**src/rtl/rs_pkg.sv**
```systemverilog
package rs_pkg;

    typedef enum logic [1:0] {
        ENT_FREE  = 2'd0,
        ENT_WAIT  = 2'd1,
        ENT_READY = 2'd2
    } ent_state_e;

endpackage

```
**src/rtl/rs_slot.sv**
```systemverilog
// One source operand: either a held value or a pending producer tag.
module rs_slot #(
    parameter int DATA_W = 16,
    parameter int TAG_W  = 4
) (
    input  logic              clk,
    input  logic              rst_n,
    input  logic              load,
    input  logic              ld_rdy,
    input  logic [DATA_W-1:0] ld_val,
    input  logic [TAG_W-1:0]  ld_tag,
    input  logic              listen,
    input  logic              bc_valid,
    input  logic [TAG_W-1:0]  bc_tag,
    input  logic [DATA_W-1:0] bc_data,
    output logic              have_nxt,
    output logic [DATA_W-1:0] val
);

    logic              have_q;
    logic [TAG_W-1:0]  tag_q;
    logic [DATA_W-1:0] val_q;
    logic              hit_ld;
    logic              hit_live;

    always_comb begin
        hit_ld   = bc_valid && (bc_tag == ld_tag);
        hit_live = listen && !have_q && bc_valid && (bc_tag == tag_q);
        if (load) begin
            have_nxt = ld_rdy || hit_ld;
        end else begin
            have_nxt = have_q || hit_live;
        end
    end

    always_ff @(posedge clk) begin
        if (!rst_n) begin
            have_q <= 1'b0;
            tag_q  <= '0;
            val_q  <= '0;
        end else if (load) begin
            tag_q <= ld_tag;
            if (ld_rdy) begin
                have_q <= 1'b1;
                val_q  <= ld_val;
            end else if (hit_ld) begin
                have_q <= 1'b1;
                val_q  <= bc_data;
            end else begin
                have_q <= 1'b0;
            end
        end else if (hit_live) begin
            have_q <= 1'b1;
            val_q  <= bc_data;
        end
    end

    assign val = val_q;

endmodule

```
**src/rtl/rs_entry.sv**
```systemverilog
// One buffer slot: state machine plus its operands and payload.
module rs_entry
    import rs_pkg::*;
#(
    parameter int DATA_W = 16,
    parameter int TAG_W  = 4,
    parameter int OP_W   = 4,
    parameter int NSRC   = 2
) (
    input  logic                         clk,
    input  logic                         rst_n,
    input  logic                         alloc_we,
    input  logic [OP_W-1:0]              alloc_op,
    input  logic [NSRC-1:0]              alloc_rdy,
    input  logic [NSRC-1:0][DATA_W-1:0]  alloc_val,
    input  logic [NSRC-1:0][TAG_W-1:0]   alloc_tag,
    input  logic [TAG_W-1:0]             alloc_dst,
    input  logic                         bc_valid,
    input  logic [TAG_W-1:0]             bc_tag,
    input  logic [DATA_W-1:0]            bc_data,
    input  logic                         take,
    output logic                         is_free,
    output logic                         is_ready,
    output logic [OP_W-1:0]              ent_op,
    output logic [NSRC-1:0][DATA_W-1:0]  ent_val,
    output logic [TAG_W-1:0]             ent_dst
);

    ent_state_e      state_q;
    ent_state_e      state_d;
    logic [NSRC-1:0] have_nxt;
    logic            listen;
    logic [OP_W-1:0] op_q;
    logic [TAG_W-1:0] dst_q;

    assign listen = (state_q == ENT_WAIT);

    for (genvar s = 0; s < NSRC; s++) begin : g_src
        rs_slot #(
            .DATA_W(DATA_W),
            .TAG_W (TAG_W)
        ) u_slot (
            .clk     (clk),
            .rst_n   (rst_n),
            .load    (alloc_we),
            .ld_rdy  (alloc_rdy[s]),
            .ld_val  (alloc_val[s]),
            .ld_tag  (alloc_tag[s]),
            .listen  (listen),
            .bc_valid(bc_valid),
            .bc_tag  (bc_tag),
            .bc_data (bc_data),
            .have_nxt(have_nxt[s]),
            .val     (ent_val[s])
        );
    end

    // state register
    always_ff @(posedge clk) begin
        if (!rst_n) begin
            state_q <= ENT_FREE;
        end else begin
            state_q <= state_d;
        end
    end

    // transitions
    always_comb begin
        state_d = state_q;
        unique case (state_q)
            ENT_FREE: begin
                if (alloc_we) begin
                    state_d = (&have_nxt) ? ENT_READY : ENT_WAIT;   // fill-ready / fill-wait
                end
            end
            ENT_WAIT: begin
                if (&have_nxt) begin
                    state_d = ENT_READY;                           // wake
                end
            end
            ENT_READY: begin
                if (take) begin
                    state_d = ENT_FREE;                            // drain
                end
            end
            default: state_d = ENT_FREE;
        endcase
    end

    always_ff @(posedge clk) begin
        if (!rst_n) begin
            op_q  <= '0;
            dst_q <= '0;
        end else if (alloc_we) begin
            op_q  <= alloc_op;
            dst_q <= alloc_dst;
        end
    end

    // outputs
    always_comb begin
        is_free  = 1'b0;
        is_ready = 1'b0;
        unique case (state_q)
            ENT_FREE:  is_free  = 1'b1;
            ENT_WAIT:  is_ready = 1'b0;
            ENT_READY: is_ready = 1'b1;
            default:   is_free  = 1'b1;
        endcase
        ent_op  = op_q;
        ent_dst = dst_q;
    end

endmodule

```
**src/rtl/rs_lowpick.sv**
```systemverilog
// Lowest-index one-hot selector.
module rs_lowpick #(
    parameter int N = 4
) (
    input  logic [N-1:0] req,
    output logic [N-1:0] grant,
    output logic         any
);

    always_comb begin
        grant = '0;
        any   = 1'b0;
        for (int i = 0; i < N; i++) begin
            if (req[i] && !any) begin
                grant[i] = 1'b1;
                any      = 1'b1;
            end
        end
    end

endmodule

```
**src/rtl/rs_station.sv**
```systemverilog
module rs_station
    import rs_pkg::*;
#(
    parameter int NUM_ENT = 4,
    parameter int DATA_W  = 16,
    parameter int TAG_W   = 4,
    parameter int OP_W    = 4
) (
    input  logic              clk,
    input  logic              rst_n,
    input  logic              alloc_valid,
    input  logic [OP_W-1:0]   alloc_op,
    input  logic              alloc_a_rdy,
    input  logic [DATA_W-1:0] alloc_a_val,
    input  logic [TAG_W-1:0]  alloc_a_tag,
    input  logic              alloc_b_rdy,
    input  logic [DATA_W-1:0] alloc_b_val,
    input  logic [TAG_W-1:0]  alloc_b_tag,
    input  logic [TAG_W-1:0]  alloc_dst,
    output logic              alloc_full,
    input  logic              bc_valid,
    input  logic [TAG_W-1:0]  bc_tag,
    input  logic [DATA_W-1:0] bc_data,
    output logic              iss_valid,
    input  logic              iss_ready,
    output logic [OP_W-1:0]   iss_op,
    output logic [DATA_W-1:0] iss_src_a,
    output logic [DATA_W-1:0] iss_src_b,
    output logic [TAG_W-1:0]  iss_dst
);

    localparam int NSRC = 2;

    logic [NUM_ENT-1:0] ent_free;
    logic [NUM_ENT-1:0] ent_ready;
    logic [NUM_ENT-1:0] alloc_grant;
    logic [NUM_ENT-1:0] iss_grant;
    logic               free_any;
    logic               ready_any;
    logic               alloc_fire;
    logic               iss_fire;

    logic [NSRC-1:0]             src_rdy;
    logic [NSRC-1:0][DATA_W-1:0] src_val;
    logic [NSRC-1:0][TAG_W-1:0]  src_tag;

    logic [OP_W-1:0]             e_op  [NUM_ENT];
    logic [NSRC-1:0][DATA_W-1:0] e_val [NUM_ENT];
    logic [TAG_W-1:0]            e_dst [NUM_ENT];

    assign src_rdy = {alloc_b_rdy, alloc_a_rdy};
    assign src_val = {alloc_b_val, alloc_a_val};
    assign src_tag = {alloc_b_tag, alloc_a_tag};

    rs_lowpick #(.N(NUM_ENT)) u_free_pick (
        .req  (ent_free),
        .grant(alloc_grant),
        .any  (free_any)
    );

    rs_lowpick #(.N(NUM_ENT)) u_iss_pick (
        .req  (ent_ready),
        .grant(iss_grant),
        .any  (ready_any)
    );

    assign alloc_full = !free_any;
    assign alloc_fire = alloc_valid && free_any;
    assign iss_valid  = ready_any;
    assign iss_fire   = ready_any && iss_ready;

    for (genvar e = 0; e < NUM_ENT; e++) begin : g_ent
        rs_entry #(
            .DATA_W(DATA_W),
            .TAG_W (TAG_W),
            .OP_W  (OP_W),
            .NSRC  (NSRC)
        ) u_ent (
            .clk      (clk),
            .rst_n    (rst_n),
            .alloc_we (alloc_fire && alloc_grant[e]),
            .alloc_op (alloc_op),
            .alloc_rdy(src_rdy),
            .alloc_val(src_val),
            .alloc_tag(src_tag),
            .alloc_dst(alloc_dst),
            .bc_valid (bc_valid),
            .bc_tag   (bc_tag),
            .bc_data  (bc_data),
            .take     (iss_fire && iss_grant[e]),
            .is_free  (ent_free[e]),
            .is_ready (ent_ready[e]),
            .ent_op   (e_op[e]),
            .ent_val  (e_val[e]),
            .ent_dst  (e_dst[e])
        );
    end

    // AND-OR mux of the granted slot onto the issue port
    always_comb begin
        iss_op    = '0;
        iss_src_a = '0;
        iss_src_b = '0;
        iss_dst   = '0;
        for (int e = 0; e < NUM_ENT; e++) begin
            iss_op    |= e_op[e]     & {OP_W{iss_grant[e]}};
            iss_src_a |= e_val[e][0] & {DATA_W{iss_grant[e]}};
            iss_src_b |= e_val[e][1] & {DATA_W{iss_grant[e]}};
            iss_dst   |= e_dst[e]    & {TAG_W{iss_grant[e]}};
        end
    end

endmodule

```
**config.mk**
```make
export PLATFORM = sky130hd
export DESIGN_NAME = rs_station
export DESIGN_NICKNAME = d
export VERILOG_FILES = /design/src/rtl/rs_pkg.sv /design/src/rtl/rs_slot.sv /design/src/rtl/rs_entry.sv /design/src/rtl/rs_lowpick.sv /design/src/rtl/rs_station.sv
export SDC_FILE = /design/constraint.sdc
export NUM_CORES = 1
export LEC_CHECK = 0
export ABC_AREA = 1
export BUFFER_PORTS_ARGS = -buffer_cell sky130_fd_sc_hd__buf_2
export CAP_MARGIN = 40
export CORE_UTILIZATION = 25
export CTS_BUF_LIST = sky130_fd_sc_hd__clkbuf_4 sky130_fd_sc_hd__clkbuf_8
export CTS_CLUSTER_DIAMETER = 150
export DETAILED_ROUTE_END_ITERATION = 6
export PLACE_DENSITY = 0.43
export SYNTH_ARGS = -nofsm -noshare
export SYNTH_HDL_FRONTEND = slang
export SYNTH_SLANG_ARGS = --single-unit
```
**constraint.sdc**
```tcl
create_clock -name clk -period 4.3 [get_ports clk]
set_input_delay 0.215 -clock clk [delete_from_list [all_inputs] [get_ports clk]]
set_output_delay 0.215 -clock clk [all_outputs]
set_load 0.1 [all_outputs]
```
==> run metrics <==
Setup Skew=0.0323 ns; Setup TNS=0 ns; combinational share of power=30.6%; gp weighted congestion=0.852; Syn Nets=1702; critical path class=reg -> out; sw power=2630 uW; Yosys reg bits=208; Worst Hold Path Cells=5; Filler Cells Inserted=4740; Tmin final=3.31 ns; Initial Util=25.6%; port bufs=116; number of distinct library cells after synthesis=34; register area share after synthesis=38.5%; Die Span Y=210 um; root buffer cell=clkbuf_8; Crit. End Element=output port; global-route wire length before repair=60.2 mm; Synth area leaders=dfxtp_1 38%, nor2_1 13%, o21ai_0 13%; share of layout cells above drive strength 1=14.7%; Reg2Reg Depth=10; required time worst endpoint=4.09 ns; via count=10854; Rows=75; final setup fails=0; crit path DAT=3.10 ns; ant diodes=0; maximum clock rate=302 MHz; final antenna-violating net count=0; maximum vdd drop=0.000197 V; final hold viol count=0; number of global-route vias before repair=10805; outcome=complete, no violations; commonest non-fill, non-tap cell in the layout=nor2_1; total internal power=4360 uW; reg2reg setup slack=1.76 ns; DRC Markers=0; total track usage=17.7%; final WL=38.9 mm; Slew Limit Fails=0; core area=42300 um2; post-synth top area cell=dfxtp_1; CTS tree=yes; Placed Area=11800 um2; CP startpoint kind=register; worst-margin pin slew=0.894 ns; die area=44100 um2; post-synthesis cell count=1615; syn avg cell area=6.70 um2; PwrDens=542 nW/um2; worst hold path type=in -> reg; H-tree depth=2; initial antenna violation count=0; setup repair bufs after CTS=0; post-cts sizing count=0; Final Cycle Share=77.0%; Slew HR=40.4%; vias per cell=4.68; Mapped Area=10800 um2; Final #Nets=1796; DPL Wire Length=27.9 mm; # IOs=117; clock latency at the later pin of the worst-skew pair=0.58 ns; Layout area overhead=19.1%; clk slew on worst S/H paths=0.06 ns; WHS=0.142 ns; Hold Crit Start=bc_data[7]; Leak Pwr=0.00548 uW; Clock power frac=33.0%; largest net degree at the start of global routing=106; post-route core utilization=30.5%; R2R Path End=g_ent[1].u_ent.g_src[0].u_slot.val[3]; # Max-Cap Violations=0; Sw Share=37.7%; CTS max path bufs=3; most frequent cells in the layout=371 x nor2_1, 329 x nand2_1, 272 x o21ai_0, 208 x dfxtp_1, 115 x buf_2; GRT overflow=0; Worst Hold End=g_ent[3].u_ent.g_src[0].u_slot.val[7]; Chip Width=210 um; Yosys top cell area share=38.5%; Seq pwr share=36.3%; RSZ-0062 raised after global routing=false; Routed WL per cell=16.8 um; drt first-iter violations=680; CTS sink cnt=208; CP Max Fanout=26; R2R Path Start=g_ent[0].u_ent.state_q[0]; CTS Buf Count=40; Ys Warns=0; Final Cell Area=12900 um2; first drt pass iteration count=5
[power groups by stage]
stage | Clock, uW | Combinational, uW | Sequential (uW)
global route | 2460 | 2410 | 2590
CTS | 2380 | 2170 | 2540
floorplan | 0 | 1640 | 2530
finish | 2310 | 2140 | 2540
global placement | 0 | 2130 | 2570
detailed placement | 0 | 2140 | 2580
[flip-flops by register name, summed over array words and instances, names as in the netlist]
register,count
g_ent.u_ent.g_src.u_slot.val,128
g_ent.u_ent.ent_dst,16
g_ent.u_ent.ent_op,16
g_ent.u_ent.g_src.u_slot.have_q,8
g_ent.u_ent.state_q,8
g_ent.u_ent.g_src.u_slot.tag_q,32
[what timing repair did]
action / 4_1_cts / 5_1_grt
hold buffers: 18 / 0
setup endpoints to repair: 0 / 0
hold endpoints to repair: 61 / 0
[cell families after synthesis]
family / after synthesis / share of synthesized area [%]
buffers and inverters: 173 / 7.69
and+or+nand+nor: 814 / 31.5
muxes: 32 / 2.96
xor gates and xnor gates: 13 / 1.05
AOI/OAI and AO/OA: 363 / 17.0
adders and majority gates: 12 / 1.39
DFF: 208 / 38.5
[worst max-delay path by stage]
| stage | end | depth (start not counted) | start | slack [ns] |
|---|---|---|---|---|
| 6_report | iss_src_b[3] | 9 | g_ent[1].u_ent.state_q[0] | 0.99 |
| 5_1_grt | iss_src_b[3] | 9 | g_ent[1].u_ent.state_q[0] | 0.82 |
| 4_1_cts | iss_src_b[15] | 8 | g_ent[0].u_ent.state_q[0] | 0.94 |
| 3_5_place_dp | iss_src_b[15] | 8 | g_ent[0].u_ent.state_q[0] | 1.60 |
| 3_3_place_gp | iss_src_b[3] | 9 | g_ent[1].u_ent.state_q[0] | 1.64 |
| 2_1_floorplan | g_ent[1].u_ent.state_q[1] | 13 | g_ent[0].u_ent.state_q[0] | 1.88 |
[routing by layer]
layer	track usage [%]	share of wire (%)
met1	21.9	44
met2	30.8	48
met5	0	0
met4	6.97	3.2
met3	2.76	4.4
[synthesized netlist by cell type, drive strengths merged]
cell type	number
dfxtp	208
ha	12
buf	41
or2	2
nor3	5
and3	3
mux2i	32
a22oi	1
a21oi	29
nand3	44
o21ai	327
xnor2	7
nand3b	2
nand4	40
o21a	2
xor2	6
clkbuf	56
o21bai	4
nand2	340
inv	76
nor2	378
[critical path: stages (launching register included)]
cell and delay (ns):
dfxtp_1 0.33, inv_1 0.07, ha_1 0.24, nor2_1 0.18, nand2_1 0.13, nor2_4 0.35
buf_4 0.45, nand2_1 0.10, nand4_1 0.17, buf_2 0.46
[layout make-up]
cell class	instances	area, um2	share of cell area, %
Multi-Input combinational cell	1234	5850	45.4
Sequential cell	208	4160	32.3
Timing Repair Buffer	149	896	6.95
Clock buffer	63	823	6.38
Tap cell	577	722	5.60
Inverter	76	310	2.41
Clock inverter	10	130	1.01
[through the flow]
stage / total power [uW] / std cells / setup slack [ns]
after CTS: 7090 / 2317 / 0.942
after global routing: 7470 / 2317 / 0.820
after floorplan: 4170 / 1615 / 1.88
after global placement: 4700 / 2225 / 1.64
after detailed placement: 4720 / 2226 / 1.60
final: 6990 / 2317 / 0.989
(Power assumes the default switching activity.)
